File: src/rtl/baud_gen_pkg.sv
package baud_gen_pkg;
  localparam int unsigned BYTE_W  = 8;
  localparam int unsigned MIN_DIV = 2;

  typedef enum logic [1:0] {
    ACC_NONE,
    ACC_LATCH,
    ACC_DATA
  } acc_kind_e;
endpackage

File: src/rtl/baud_addr_dec.sv
module baud_addr_dec
  import baud_gen_pkg::*;
#(
  parameter int unsigned ADDR_W  = 3,
  parameter int unsigned NBYTES  = 2,
  parameter int unsigned LO_ADDR = 0
) (
  input  logic              clk_i,
  input  logic              rst_ni,
  input  logic [ADDR_W-1:0] addr_i,
  input  logic              latch_sel_i,
  output logic [NBYTES-1:0] lane_hit_o,
  output logic              data_hit_o,
  output acc_kind_e         kind_o
);
  for (genvar k = 0; k < NBYTES; k++) begin : g_lane
    assign lane_hit_o[k] = latch_sel_i && (addr_i == ADDR_W'(LO_ADDR + k));
  end

  assign data_hit_o = !latch_sel_i && (addr_i == ADDR_W'(LO_ADDR));

  always_comb begin
    if (|lane_hit_o)     kind_o = ACC_LATCH;
    else if (data_hit_o) kind_o = ACC_DATA;
    else                 kind_o = ACC_NONE;
  end

  // shared address never reaches both targets at once
  assert_one_target_R6: assert property (@(posedge clk_i) disable iff (!rst_ni)
    $onehot0({lane_hit_o, data_hit_o}));
endmodule

File: src/rtl/baud_div_regs.sv
module baud_div_regs
  import baud_gen_pkg::*;
#(
  parameter int unsigned NBYTES  = 2,
  parameter int unsigned RST_DIV = 2,
  localparam int unsigned DIV_W  = NBYTES * BYTE_W
) (
  input  logic              clk_i,
  input  logic              rst_ni,
  input  logic [NBYTES-1:0] lane_hit_i,
  input  logic              we_i,
  input  logic              re_i,
  input  logic [BYTE_W-1:0] wdata_i,
  output logic [DIV_W-1:0]  div_o,
  output logic [DIV_W-1:0]  div_next_o,
  output logic              load_o,
  output logic [BYTE_W-1:0] rd_byte_o
);
  logic [DIV_W-1:0] div_q;

  for (genvar k = 0; k < NBYTES; k++) begin : g_lane
    assign div_next_o[k*BYTE_W +: BYTE_W] =
      (we_i && lane_hit_i[k]) ? wdata_i : div_q[k*BYTE_W +: BYTE_W];

    always_ff @(posedge clk_i or negedge rst_ni) begin
      if (!rst_ni)                  div_q[k*BYTE_W +: BYTE_W] <= BYTE_W'(RST_DIV >> (k*BYTE_W));
      else if (we_i && lane_hit_i[k]) div_q[k*BYTE_W +: BYTE_W] <= wdata_i;
    end

    assert_lane_wr_R1: assert property (@(posedge clk_i) disable iff (!rst_ni)
      (we_i && lane_hit_i[k]) |=> div_q[k*BYTE_W +: BYTE_W] == $past(wdata_i));
  end

  assign load_o = we_i && (|lane_hit_i);
  assign div_o  = div_q;

  always_comb begin
    rd_byte_o = '0;
    for (int k = 0; k < NBYTES; k++)
      if (re_i && lane_hit_i[k]) rd_byte_o = div_q[k*BYTE_W +: BYTE_W];
  end

  assert_hold_R7: assert property (@(posedge clk_i) disable iff (!rst_ni)
    !load_o |=> $stable(div_q));
endmodule

File: src/rtl/baud_div_counter.sv
module baud_div_counter
  import baud_gen_pkg::*;
#(
  parameter int unsigned DIV_W   = 16,
  parameter int unsigned RST_DIV = 2
) (
  input  logic             clk_i,
  input  logic             rst_ni,
  input  logic             load_i,
  input  logic [DIV_W-1:0] load_val_i,
  input  logic [DIV_W-1:0] div_i,
  output logic             tick_o
);
  logic [DIV_W-1:0] cnt_q;

  function automatic logic [DIV_W-1:0] eff_div(input logic [DIV_W-1:0] v);
    return (v < DIV_W'(MIN_DIV)) ? DIV_W'(MIN_DIV) : v;
  endfunction

  always_ff @(posedge clk_i or negedge rst_ni) begin
    if (!rst_ni)                     cnt_q <= eff_div(DIV_W'(RST_DIV));
    else if (load_i)                 cnt_q <= eff_div(load_val_i);
    else if (cnt_q == DIV_W'(1))     cnt_q <= eff_div(div_i);
    else                             cnt_q <= cnt_q - DIV_W'(1);
  end

  assign tick_o = (cnt_q == DIV_W'(1));

  assert_restart_R4: assert property (@(posedge clk_i) disable iff (!rst_ni)
    load_i |=> !tick_o);
  assert_single_tick_R3: assert property (@(posedge clk_i) disable iff (!rst_ni)
    tick_o |=> !tick_o);
  assert_cnt_live_R5: assert property (@(posedge clk_i) disable iff (!rst_ni)
    cnt_q != '0);
endmodule

File: src/rtl/baud_rate_gen.sv
module baud_rate_gen
  import baud_gen_pkg::*;
#(
  parameter int unsigned ADDR_W  = 3,
  parameter int unsigned DIV_W   = 16,
  parameter int unsigned LO_ADDR = 0,
  parameter int unsigned RST_DIV = 2
) (
  input  logic              clk_i,
  input  logic              rst_ni,
  input  logic [ADDR_W-1:0] addr_i,
  input  logic [7:0]        wdata_i,
  input  logic              we_i,
  input  logic              re_i,
  input  logic              latch_sel_i,
  input  logic [7:0]        data_rdata_i,
  output logic [7:0]        rdata_o,
  output logic              data_we_o,
  output logic              data_re_o,
  output logic              tick_o,
  output logic [DIV_W-1:0]  divisor_o
);
  localparam int unsigned NBYTES = DIV_W / BYTE_W;

  logic [NBYTES-1:0] lane_hit;
  logic              data_hit;
  acc_kind_e         kind;
  logic [DIV_W-1:0]  div_next;
  logic              load;
  logic [7:0]        rd_byte;

  baud_addr_dec #(.ADDR_W(ADDR_W), .NBYTES(NBYTES), .LO_ADDR(LO_ADDR)) u_dec (
    .clk_i(clk_i), .rst_ni(rst_ni), .addr_i(addr_i), .latch_sel_i(latch_sel_i),
    .lane_hit_o(lane_hit), .data_hit_o(data_hit), .kind_o(kind)
  );

  baud_div_regs #(.NBYTES(NBYTES), .RST_DIV(RST_DIV)) u_regs (
    .clk_i(clk_i), .rst_ni(rst_ni), .lane_hit_i(lane_hit), .we_i(we_i), .re_i(re_i),
    .wdata_i(wdata_i), .div_o(divisor_o), .div_next_o(div_next), .load_o(load),
    .rd_byte_o(rd_byte)
  );

  baud_div_counter #(.DIV_W(DIV_W), .RST_DIV(RST_DIV)) u_cnt (
    .clk_i(clk_i), .rst_ni(rst_ni), .load_i(load), .load_val_i(div_next),
    .div_i(divisor_o), .tick_o(tick_o)
  );

  assign data_we_o = we_i && data_hit;
  assign data_re_o = re_i && data_hit;

  always_comb begin
    unique case (kind)
      ACC_LATCH: rdata_o = rd_byte;
      ACC_DATA:  rdata_o = re_i ? data_rdata_i : 8'h00;
      default:   rdata_o = 8'h00;
    endcase
  end

  assert_data_gate_R6: assert property (@(posedge clk_i) disable iff (!rst_ni)
    data_we_o |=> $stable(divisor_o));
  assert_strobe_sel_R7: assert property (@(posedge clk_i) disable iff (!rst_ni)
    (data_we_o || data_re_o) |-> !latch_sel_i);
endmodule

File: config.mk
export PLATFORM = sky130hd
export DESIGN_NAME = baud_rate_gen
export DESIGN_NICKNAME = d
export VERILOG_FILES = /design/src/rtl/baud_gen_pkg.sv /design/src/rtl/baud_addr_dec.sv /design/src/rtl/baud_div_regs.sv /design/src/rtl/baud_div_counter.sv /design/src/rtl/baud_rate_gen.sv
export SDC_FILE = /design/constraint.sdc
export NUM_CORES = 1
export LEC_CHECK = 0
export BUFFER_PORTS_ARGS = -buffer_cell sky130_fd_sc_hd__buf_4
export CORE_MARGIN = 8
export CORE_UTILIZATION = 50
export DETAILED_ROUTE_END_ITERATION = 10
export PLACE_DENSITY = 0.76
export SYNTH_ARGS = -nofsm -noshare
export SYNTH_HDL_FRONTEND = slang
export SYNTH_SLANG_ARGS = --single-unit
File: constraint.sdc
create_clock -name clk_i -period 3.3 [get_ports clk_i]
set_input_delay 0.495 -clock clk_i [delete_from_list [all_inputs] [get_ports clk_i]]
set_output_delay 0.495 -clock clk_i [all_outputs]
set_load 0.005 [all_outputs]
Yosys cells after proc, flatten, opt, wreduce, memory -nomap -nowiden:

Cells that the tools add are included.

* $add $sub $neg: 1
* $lt $le $gt $ge: 2
* equal/unequal tests: 4
* multiplexer cells: 12
* reductions and logical operators: 13

Operators with widths (count)
* $mux 16: 4
* $mux 8: 5
* $lt 16x2->1 const B: 2
* $eq 16x1->1 const B: 1
* $pmux 8 s2: 1
* $sub 16x1->16 const B: 1
* $logic_and 1x1->1: 10
* $mux 2: 2
* $eq 3x1->1 const B: 1
* $logic_not 3->1: 1
* $eq 2x1->1 const B: 1
* $eq 2x2->1 const B: 1
* $reduce_or 2->1: 1
* $logic_not 1->1: 1

* flip-flop bits (word level): 32
* input bits: 24
* output and inout port bits: 27
* logic and storage cells: 35

Depth between registers and ports, before layout:

Gate-level depths: netlist of the first run.

* depth in word-level cells: 7
* mapped depth: 8
* gate-level depth less buffers: 7

By module:

Synthesis of the first run repeated with hierarchy kept, for this count alone.

* cells, all modules: 233
* area, all modules: 2143.3 um^2

Modules (own cells, without submodules)
* baud_div_counter: times used 1, cells each 139, area each 1176.1 um^2, seq. area each 401.6 um^2
* baud_div_regs: times used 1, cells each 63, area each 749.5 um^2, seq. area each 401.6 um^2
* baud_rate_gen: times used 1, cells each 26, area each 170.2 um^2, seq. area each 0.0 um^2
* baud_addr_dec: times used 1, cells each 5, area each 47.5 um^2, seq. area each 0.0 um^2

Least setup slack after synthesis of the first run:

OpenSTA, ideal clock, no wires.

* path kind: input to output
* start point: input addr_i[0]
* end point: output rdata_o[0]
* data arrival time: 1437 ps
* path slack: 1368 ps
* stages: 6
* path through: buf_2 nor4_1 and2_1 clkbuf_1 nand2_1 o21ai_0

* word-level cells in the longest chain between the ends: 6
* elaborated cells between the ends (all ways): 15
* classes of those cells: eq/ne (3); mux (5); reduce/logical (7)

RTL lines
* start: declaration: RTL line baud_rate_gen.sv:11 `input logic [ADDR_W-1:0] addr_i,`
* $eq 3x1->1 or $logic_not 3->1 (tied branches): RTL line baud_addr_dec.sv:17, baud_addr_dec.sv:20
* $logic_and 1x1->1, on equally long branches: RTL line baud_addr_dec.sv:17, baud_addr_dec.sv:20
* $reduce_or 2->1, or another cell as far along: RTL line baud_addr_dec.sv:23 `if (|lane_hit_o) kind_o = ACC_LATCH;`
* $mux 2 or $mux 8 (tied branches): RTL line baud_addr_dec.sv:23, baud_div_regs.sv:40
* $eq 2x2->1, or another cell as far along: RTL line baud_rate_gen.sv:52 `unique case (kind)`
* $pmux 8 s2 (*): RTL line baud_rate_gen.sv:52
* end: declaration: RTL line baud_rate_gen.sv:17 `output logic [7:0] rdata_o,`

Every way passes the cells marked *; elsewhere a longest branch is shown, timed or not.

Worst setup path after layout of the first run:

* start point: register u_cnt.cnt_q[12]
* end point: output tick_o

* word-level cells in the longest chain between the ends: 1

RTL lines
* start: declaration: RTL line baud_div_counter.sv:14 `logic [DIV_W-1:0] cnt_q;`
* start signal: assignment: RTL line baud_div_counter.sv:21 `if (!rst_ni) cnt_q <= eff_div(DIV_W'(RST_DIV));`
* start signal: assignment: RTL line baud_div_counter.sv:22 `else if (load_i) cnt_q <= eff_div(load_val_i);`
* start signal: assignment: RTL line baud_div_counter.sv:23 `else if (cnt_q == DIV_W'(1)) cnt_q <= eff_div(div_i);`
* $eq 16x1->1: RTL line baud_div_counter.sv:27 `assign tick_o = (cnt_q == DIV_W'(1));`
* end: declaration: RTL line baud_rate_gen.sv:20 `output logic tick_o,`

No other way between the ends.

==> results_dict.tcl, run 1 <==
set metrics [dict create \
    vias_per_cell 5.891 \
    worstSetupPathType "flip-flop to primary output" \
    dp_slack_ns 0.9557 \
    postRouteAntennaNets 0 \
    final_cells 312 \
    cts_setup_buffers 0 \
    gr-total-overflow 0 \
    syn-num-nets 237 \
    p_leak_nw 1.170 \
    die-width_um 79.83 \
    postPlaceCellArea_um2 2455 \
    synth.avg_cell_area_um2 9.654 \
    cts_root_buffer "clkbuf_8" \
    p_int_mw 1.024 \
    wire_per_inst_um 18.14 \
    power.density_nw_per_um2 647.5 \
    worst_slack_ns 0.9888 \
    max_slew_margin 0.4509 \
    cts_tree "built" \
    initial_core_util 0.5129 \
    seq_power_share 0.449 \
    post-route-min-period_ns 2.311 \
    finClkSkew_ns 0.001968 \
    numClockSinks 32 \
    switching_share 0.3792 \
    seq_area_frac_synth 0.3943 \
    pwr-share-comb 0.360 \
    setup_viol 0 \
    antenna_found_initial 0 \
    drtIter0Drc 169 \
    die_y_um 79.83 \
    period_share 0.7004 \
    clockBufferDepth 2 \
    dr.pass1.iters 4 \
    crit_path_max_fanout 4 \
    yosysMostFrequentCell "dfrtp_1" \
    drc_errors 0 \
    final_area_um2 2547 \
    yosys-top-cells-count "dfrtp_1 (30), nand2_1 (25), o21ai_0 (15)" \
    clk_latency_ns 0.29 \
    yosysUniqueCellTypes 47 \
    cap_violations 0 \
    rsz0062_at_grt "no" \
    multiInputGateArea_um2 1172 \
    grt_pass1_wl_um 9142 \
    syn-cell-area_um2 2037 \
    arrival_ns 1.82 \
    syn-instance-count 211 \
    route.vias.total 1838 \
    setup_tns_ns 0 \
    synth-edff-count 0 \
    power.share.clock 0.191 \
    grt.total_usage 0.1840 \
    start_kind "flip-flop" \
    min_path_type "primary input to async pin" \
    critPathRequiredTime_ns 2.80 \
    antenna_cells 0 \
    p_sw_mw 0.6254 \
    floorplan.core_area_um2 3971 \
    hpwl_um 4292 \
    synth-async-reset-ratio 1.000 \
    layout.nets 287 \
    synth-seq-cells 32 \
    gp_congestion 0.8383 \
    cts_inserted_buffers 5 \
    synthDominantCellAreaShare 0.3686 \
    grt_max_degree 33 \
    die_area_um2 6372 \
    area_delta_synth_final_pct 25.06 \
    final_util 0.6415 \
    wl_um 5660 \
    setup.worst_path.end_class "primary output" \
    ys_top_cells_by_area "dfrtp_1 (37%), mux2_2 (5.5%), mux2i_1 (5.4%)" \
    fill_cells 362 \
    hold_buffers 0 \
    clkTransAtPathRegs_ns 0.07 \
    port-buffer-count 50 \
    clock_tree.htree_level_count 2 \
    ctsResizeCount 0 \
    ios 51 \
    worstMarginPinSlew_ns 0.8206 \
    drv_slew 0 \
    max_freq_mhz 432.7 \
    dp_cells 304 \
    seqCellArea_um2 803.3 \
    std_cell_rows 23 \
    yosysTopAreaCell "dfrtp_1" \
    ir_worst_vdd_uv 378.1 \
    synth.yosys.warnings 0 \
    rr_worst_depth 5 \
    synth-main-ff-cell "dfrtp_1" \
    status "finished, final reports clean" \
    grt_pass1_vias 1759 \
    finalHoldViolations 0 \
    drive_above_1_share 0.3092 \
]
[critical path, cell delays in order, from the launching register on]
cell      delay, ns
dfrtp_1        0.44
nor4_4         0.48
nand4b_4       0.15
nor3b_4        0.30
buf_4          0.16
[final timing paths]
path                                 start               end  slack (ns)
hold / removal                      rst_ni   u_cnt.cnt_q[10]        0.13
setup / recovery           u_cnt.cnt_q[12]            tick_o        0.99
setup reg to reg           u_cnt.cnt_q[12]    u_cnt.cnt_q[8]        1.29
max in group asynchronous           rst_ni   u_regs.div_o[1]        2.84
min in group clk_i              wdata_i[5]  u_regs.div_o[13]        0.47
hold reg to reg            u_regs.div_o[1]    u_cnt.cnt_q[1]        0.57
[registers in the layout, summed over array words and instances, names as in the netlist]
signal	flops
u_regs.div_o	16
u_cnt.cnt_q	16
[cell families after synthesis]
group	synth area share
AO/OA/AOI/OAI	0.1542
flip-flops	0.3943
adder cells (fa/ha/maj)	0.01228
AND/OR/NAND/NOR	0.2285
XOR/XNOR	0.05160
multiplexers	0.1259
buffers and inverters	0.03317
[layout make-up]
cell class,instances,area share
Sequential cell,32,0.3153
Clock buffer,6,0.03242
Clock inverter,2,0.003929
Tap cell,50,0.02456
Multi-Input combinational cell,164,0.4602
Inverter,5,0.007367
Timing Repair Buffer,53,0.1562
[power groups by stage]
| stage | sequential [mW] | combinational [mW] | clock (mW) |
|---|---|---|---|
| after floorplan | 0.699 | 0.401 | 0 |
| after global placement | 0.742 | 0.588 | 0 |
| after detailed placement | 0.746 | 0.591 | 0 |
| after CTS | 0.739 | 0.597 | 0.322 |
| after global routing | 0.761 | 0.655 | 0.336 |
| final | 0.741 | 0.593 | 0.315 |
[placed cells by master (no fill, tap or decap), drive strengths merged, types with 2 or more instances in the layout]
cell type / synthesis / routed
a21o: 5 / 5
a21oi: 10 / 10
a31oi: 2 / 2
and2: 2 / 2
buf: 8 / 53
clkbuf: 2 / 6
clkinv: 0 / 2
dfrtp: 30 / 30
dfstp: 2 / 2
ha: 2 / 2
inv: 5 / 5
mux2: 13 / 13
mux2i: 11 / 11
nand2: 25 / 25
nand3: 6 / 6
nand4: 2 / 2
nand4b: 3 / 3
nor2: 12 / 12
nor3: 5 / 5
nor3b: 3 / 3
nor4: 8 / 8
nor4b: 2 / 2
o211ai: 4 / 4
o21ai: 20 / 20
o22ai: 4 / 4
o2bb2ai: 2 / 2
xnor2: 6 / 6
xor2: 6 / 6
[routing by layer]
| metal | GRT usage | vias to the layer above | share of wire |
|---|---|---|---|
| li1 | - | 876 | - |
| met1 | 0.2362 | 886 | 0.43 |
| met2 | 0.3007 | 71 | 0.50 |
| met3 | 0.04392 | 5 | 0.064 |
| met4 | 0.04909 | 0 | 0.0080 |
| met5 | 0 | - | 0 |
[stage by stage]
stage	total power, mW	hold slack, ns
after floorplan	1.099	0.1994
after global placement	1.330	0.4539
after detailed placement	1.337	0.4555
after CTS	1.658	0.1410
after global routing	1.753	0.1594
final	1.649	0.1348
(Power assumes the default switching activity.)
==> inputs of run 2 (changes only) <==
--- a/config.mk
+++ b/config.mk
@@ -5,9 +5,10 @@
 export SDC_FILE = /design/constraint.sdc
 export NUM_CORES = 1
 export LEC_CHECK = 0
+export ABC_AREA = 1
 export BUFFER_PORTS_ARGS = -buffer_cell sky130_fd_sc_hd__buf_4
 export CORE_MARGIN = 8
-export CORE_UTILIZATION = 50
+export CORE_UTILIZATION = 48
 export DETAILED_ROUTE_END_ITERATION = 10
 export PLACE_DENSITY = 0.76
 export SYNTH_ARGS = -nofsm -noshare
==> constraint.sdc (replaced) <==
create_clock -name clk_i -period 2 [get_ports clk_i]
set_input_delay 0.3 -clock clk_i [delete_from_list [all_inputs] [get_ports clk_i]]
set_output_delay 0.3 -clock clk_i [all_outputs]
set_load 0.005 [all_outputs]
==> run 2 against run 1 <==
  * Global-route usage increased by 1.2 points
  * Total power increased by 66%
  * Critical path type unchanged
  * Worst hold slack improved by 0.16 ns
  * Final cell count increased by 29%
  * First-iteration DRC count decreased by 23%
  * Combinational power increased by 69%
  * Highest routed layer unchanged
  * Wire length increased by 8.1%
  * Non-clock buffer count increased by 7
==> results_dict.tcl, run 2 <==
set metrics [dict create \
    std_cell_rows 23 \
    synthDominantCellAreaShare 0.3672 \
    clockBufferDepth 2 \
    final_common_cell "nand2_1" \
    finalHoldViolations 0 \
    port-buffer-count 50 \
    cp.buffers_inverters 3 \
    worstMarginPinSlew_ns 0.5187 \
    floorplan.core_area_um2 4058 \
    postRouteAntennaNets 0 \
    ys_top_cells_by_area "dfrtp_1 (37%), nand2_1 (14%), nor2_1 (7.0%)" \
    p_leak_nw 1.286 \
    synth.yosys.warnings 0 \
    post-route-min-period_ns 1.882 \
    seq_area_frac_synth 0.3929 \
    gp_congestion 0.9228 \
    worstSetupPathType "flip-flop to primary output" \
    worst_slack_ns 0.1180 \
    route.vias.total 2135 \
    ios 51 \
    synth-main-ff-cell "dfrtp_1" \
    met3_usage 0.04857 \
    yosys-top-cells-count "nand2_1 (78), nor2_1 (38), dfrtp_1 (30)" \
    min_path_type "primary input to flip-flop" \
    yosysTopAreaCell "dfrtp_1" \
    synth-async-reset-ratio 1.000 \
    status "finished, final reports clean" \
    grt_pass1_wl_um 10240 \
    gr-total-overflow 0 \
    crit_path_max_fanout 8 \
    ir_worst_vdd_uv 532.7 \
    fin_total_pwr_mw 2.736 \
    max_slew_margin 0.6516 \
    rsz0062_at_grt "no" \
    grt_pass1_vias 2152 \
    synth-edff-count 0 \
    dp_slack_ns 0.1536 \
    hpwl_um 4747 \
    most-common-layout-cells "nand2_1 (77), buf_4 (59), nor2_1 (38), dfrtp_1 (30), inv_1 (28)" \
    area_delta_synth_final_pct 29.13 \
    clock_tree.htree_level_count 2 \
    cts_inserted_buffers 5 \
    die-width_um 81.27 \
    clkTransAtPathRegs_ns 0.07 \
    clk_latency_ns 0.29 \
    syn-instance-count 290 \
    cts_root_buffer "clkbuf_8" \
    vias_per_cell 5.324 \
    numClockSinks 32 \
    critPathRequiredTime_ns 1.70 \
    dr.pass1.iters 4 \
    whs_ns 0.2982 \
    grt_max_degree 33 \
    path_cells "inv_1 > ha_1 > nand3_1 > nor2_1 > nand2_2 > inv_4 > buf_4" \
    drive_above_1_share 0.2450 \
    cap_violations 0 \
    initial_core_util 0.5039 \
    wire_per_inst_um 15.26 \
    setup.worst_path.end_class "primary output" \
    synth.avg_cell_area_um2 7.050 \
    yosysUniqueCellTypes 30 \
    period_share 0.9410 \
    synth-seq-cells 32 \
    antenna_found_initial 0 \
    drv_slew 0 \
    grt.total_usage 0.1959 \
    setup_viol 0 \
    die_area_um2 6604 \
    cts_tree "built" \
    arrival_ns 1.58 \
    drtIter0Drc 130 \
    antenna_cells 0 \
    yosysMostFrequentCell "nand2_1" \
    grtUsageMet1 0.2528 \
    start_kind "flip-flop" \
    syn-cell-area_um2 2044 \
    layout.nets 376 \
    critical-path-slowest-cell "dfstp_2" \
    power.density_nw_per_um2 1036 \
    busiest_layer "met2" \
    finClkSkew_ns 0.007983 \
    die_y_um 81.27 \
    max_freq_mhz 531.3 \
    syn-num-nets 316 \
    gr-usage-met2 0.3119 \
    critPathMaxStageDelay_ns 0.53 \
    drc_errors 0 \
    wl_um 6120 \
    cp_top_family "flip-flops" \
    setup_tns_ns 0 \
]
run 2: worst register-to-register path, delay by kind of cell (launching register included):
family,cells,cell delay (ns)
buffers and inverters,3,0.34
AOI/OAI and AO/OA,3,0.27
adders and majority gates,1,0.18
and+or+nand+nor,3,0.31
DFF,1,0.53
run 2: layout make-up:
class	count	area (µm²)
fill	392	1418
multi-input combinational	217	1079
sequential	32	803.3
timing repair buffer	60	452.9
inverter	34	131.4
clock buffer	5	68.82
tap	50	62.56
clock inverter	3	42.54
run 2: logic make-up (layout without fill, tap and decap cells):
family / after synthesis / after routing / share of synthesized area
XOR/XNOR: 7 / 7 / 0.02999
adder cells (fa/ha/maj): 2 / 2 / 0.01224
flip-flops: 32 / 32 / 0.3929
AND/OR/NAND/NOR: 151 / 151 / 0.3293
AO/OA/AOI/OAI: 57 / 57 / 0.1548
buffers and inverters: 41 / 102 / 0.08078
run 2: final timing paths:
kind	start	to	cells past startpoint	slack, ns
worst max-delay path	u_cnt.cnt_q[1]	tick_o	7	0.12
worst min-delay path	wdata_i[2]	u_regs.div_o[2]	3	0.30
worst max register to register	u_cnt.cnt_q[1]	u_cnt.cnt_q[8]	10	0.26
worst min register to register	u_regs.div_o[4]	u_cnt.cnt_q[4]	2	0.60
max in group asynchronous	rst_ni	u_cnt.cnt_q[1]	2	1.18
min in group asynchronous	rst_ni	u_regs.div_o[3]	2	0.49
run 2: power breakdown:
| part | switching [mW] | internal [mW] |
|---|---|---|
| Sequential | 0.233 | 0.874 |
| Combinational | 0.569 | 0.434 |
| Clock | 0.258 | 0.369 |
| Total | 1.06 | 1.68 |
run 2: what timing repair did:
item                                    in CTS  in global routing
gates resized for setup                      1                  1
pin swaps                                    0                  1
endpoints found under the setup margin       1                  1
buffers inserted                             0                  3
hold buffers                                 1                  0
endpoints found under the hold margin       30                  0
run 2: metrics by stage:
stage | utilization | cell area [µm²] | instances
6_report | 0.6506 | 2640 | 401
5_1_grt | 0.6506 | 2640 | 401
4_1_cts | 0.6445 | 2615 | 398
3_5_place_dp | 0.6139 | 2491 | 389
3_3_place_gp | 0.6139 | 2491 | 389
2_1_floorplan | - | 2044 | 290
run 2: metal layers:
metal | up-vias | routed length [µm]
met1 | 978 | 2807
met2 | 70 | 2883
met3 | 8 | 330
li1 | 1079 | -
met4 | 0 | 99
met5 | - | 0
==> inputs of run 3 (changes only) <==
--- a/config.mk
+++ b/config.mk
@@ -8,9 +8,10 @@
 export ABC_AREA = 1
 export BUFFER_PORTS_ARGS = -buffer_cell sky130_fd_sc_hd__buf_4
 export CORE_MARGIN = 8
-export CORE_UTILIZATION = 48
+export CORE_UTILIZATION = 50
+export CTS_BUF_LIST = sky130_fd_sc_hd__clkbuf_2
 export DETAILED_ROUTE_END_ITERATION = 10
-export PLACE_DENSITY = 0.76
+export PLACE_DENSITY = 0.79
 export SYNTH_ARGS = -nofsm -noshare
 export SYNTH_HDL_FRONTEND = slang
 export SYNTH_SLANG_ARGS = --single-unit
==> run 3 against run 2 <==
  * Final cell count grew 0.50%
  * Critical path type unchanged
  * Maximum frequency shrank 1.6%
  * Largest power group unchanged
  * Critical endpoint unchanged
  * Worst hold slack lost 0.11 ns
  * Wire length grew 0.72%
  * Largest cell class unchanged
  * Sequential share of layout area grew 0.19 points
==> results_dict.tcl, run 3 (synthesized netlist as in run 2, its figures left out) <==
set metrics [dict create \
    die-width_um 79.95 \
    drc_errors 0 \
    period_share 0.9564 \
    status "finished, final reports clean" \
    final_area_um2 2628 \
    initial_core_util 0.5148 \
    finalHoldViolations 0 \
    post-route-min-period_ns 1.913 \
    area_delta_synth_final_pct 28.52 \
    std_cell_rows 23 \
    grt_pass1_vias 2110 \
    antenna_cells 0 \
    final_cells 403 \
    die_y_um 79.95 \
    p_leak_nw 1.285 \
    fin_total_pwr_mw 2.611 \
    clock_tree.htree_level_count 2 \
    finClkSkew_ns 0.01168 \
    dr.pass1.iters 5 \
    dp_slack_ns 0.09744 \
    drv_slew 0 \
    cap_violations 0 \
    drive_above_1_share 0.2635 \
    grt_max_degree 33 \
    power.density_nw_per_um2 993.5 \
    antenna_found_initial 0 \
    clk_latency_ns 0.38 \
    floorplan.core_area_um2 3971 \
    ios 51 \
    layout.nets 378 \
    clkTransAtPathRegs_ns 0.19 \
    gr-total-overflow 0 \
    grt.total_usage 0.1947 \
    vias_per_cell 5.471 \
    postPlaceCellArea_um2 2499 \
    min_path_type "primary input to flip-flop" \
    max_slew_margin 0.6260 \
    setup_viol 0 \
    final_common_cell "nand2_1" \
    cp_top_family "flip-flops" \
    port-buffer-count 50 \
    setup.worst_path.end_class "primary output" \
    max_freq_mhz 522.8 \
    worst_slack_ns 0.08714 \
    postRouteAntennaNets 0 \
    worstSetupPathType "flip-flop to primary output" \
    arrival_ns 1.61 \
    worstMarginPinSlew_ns 0.5567 \
    gp_congestion 0.9594 \
    critPathMaxStageDelay_ns 0.59 \
    critical-path-slowest-cell "dfstp_2" \
    ir_worst_vdd_uv 469.3 \
    cts_root_buffer "clkbuf_2" \
    cts_tree "built" \
    dp_cells 390 \
    clockBufferDepth 2 \
    hpwl_um 4765 \
    critPathRequiredTime_ns 1.70 \
    cts_inserted_buffers 5 \
    die_area_um2 6391 \
    path_cells "inv_2 > ha_2 > nand3_2 > nor2_1 > nand2_2 > clkinv_4 > buf_4" \
    most-common-layout-cells "nand2_1 (77), buf_4 (61), nor2_1 (37), dfrtp_1 (29), inv_1 (27)" \
    crit_path_max_fanout 4 \
    numClockSinks 32 \
    drtIter0Drc 179 \
    start_kind "flip-flop" \
    cp.buffers_inverters 3 \
    route.vias.total 2205 \
    wl_um 6164 \
    wire_per_inst_um 15.30 \
    grt_pass1_wl_um 9894 \
]
run 3: cell count changes in the layout (fill, tap and decap cells not counted), sizes merged:
| cell | before | now |
|---|---|---|
| buf | 59 | 61 |
| clkbuf | 5 | 6 |
| clkinv | 2 | 3 |
| clkinvlp | 1 | 0 |
| inv | 33 | 32 |
run 3: final cells by class:
| type | count | area (µm²) |
|---|---|---|
| Fill cell | 348 | 1344 |
| Multi-Input combinational cell | 217 | 1094 |
| Sequential cell | 32 | 804.5 |
| Timing Repair Buffer | 62 | 467.9 |
| Inverter | 34 | 133.9 |
| Tap cell | 50 | 62.56 |
| Clock inverter | 2 | 35.03 |
| Clock buffer | 6 | 30.03 |
run 3: final timing paths:
path,from,slack [ns],cells after the start,end
max,u_cnt.cnt_q[1],0.09,7,tick_o
min,wdata_i[2],0.19,3,u_regs.div_o[2]
max reg2reg,u_cnt.cnt_q[1],0.27,9,u_cnt.cnt_q[14]
min reg2reg,u_regs.div_o[4],0.60,2,u_cnt.cnt_q[4]
max in group asynchronous,rst_ni,1.31,2,u_regs.div_o[1]
min in group asynchronous,rst_ni,0.36,2,u_regs.div_o[2]
run 3: per-layer routing:
metal	global-route usage	vias up	share of wire
met5	0	-	0
met4	0.07091	0	0.023
met3	0.04842	11	0.069
met1	0.2562	1020	0.45
li1	-	1080	-
met2	0.2999	94	0.46
run 3: what timing repair did:
item / CTS / global route
buffers inserted: 0 / 4
hold buffers: 1 / 0
gates resized for setup: 2 / 7
endpoints found under the hold margin: 30 / 0
setup endpoints to repair: 1 / 8
run 3: report_power, final:
group | switching, mW | internal [mW] | leakage, nW | total (mW)
Clock | 0.242 | 0.215 | 0.0430 | 0.457
Combinational | 0.583 | 0.452 | 0.860 | 1.04
Sequential | 0.244 | 0.873 | 0.383 | 1.12
run 3: through the flow:
step / hold slack, ns / TNS, ns / util
final: 0.1910 / 0 / 0.6616
after global placement: 0.2629 / 0 / 0.6292
after floorplan: 0.004409 / 0 / -
after CTS: 0.1816 / 0 / 0.6493
after global routing: 0.1772 / -0.005524 / 0.6616
after detailed placement: 0.2670 / 0 / 0.6292
run 3: tightest hold or removal path: stages:
cell     delay [ns]
buf_4          0.08
o21ai_1        0.11
inv_1          0.06
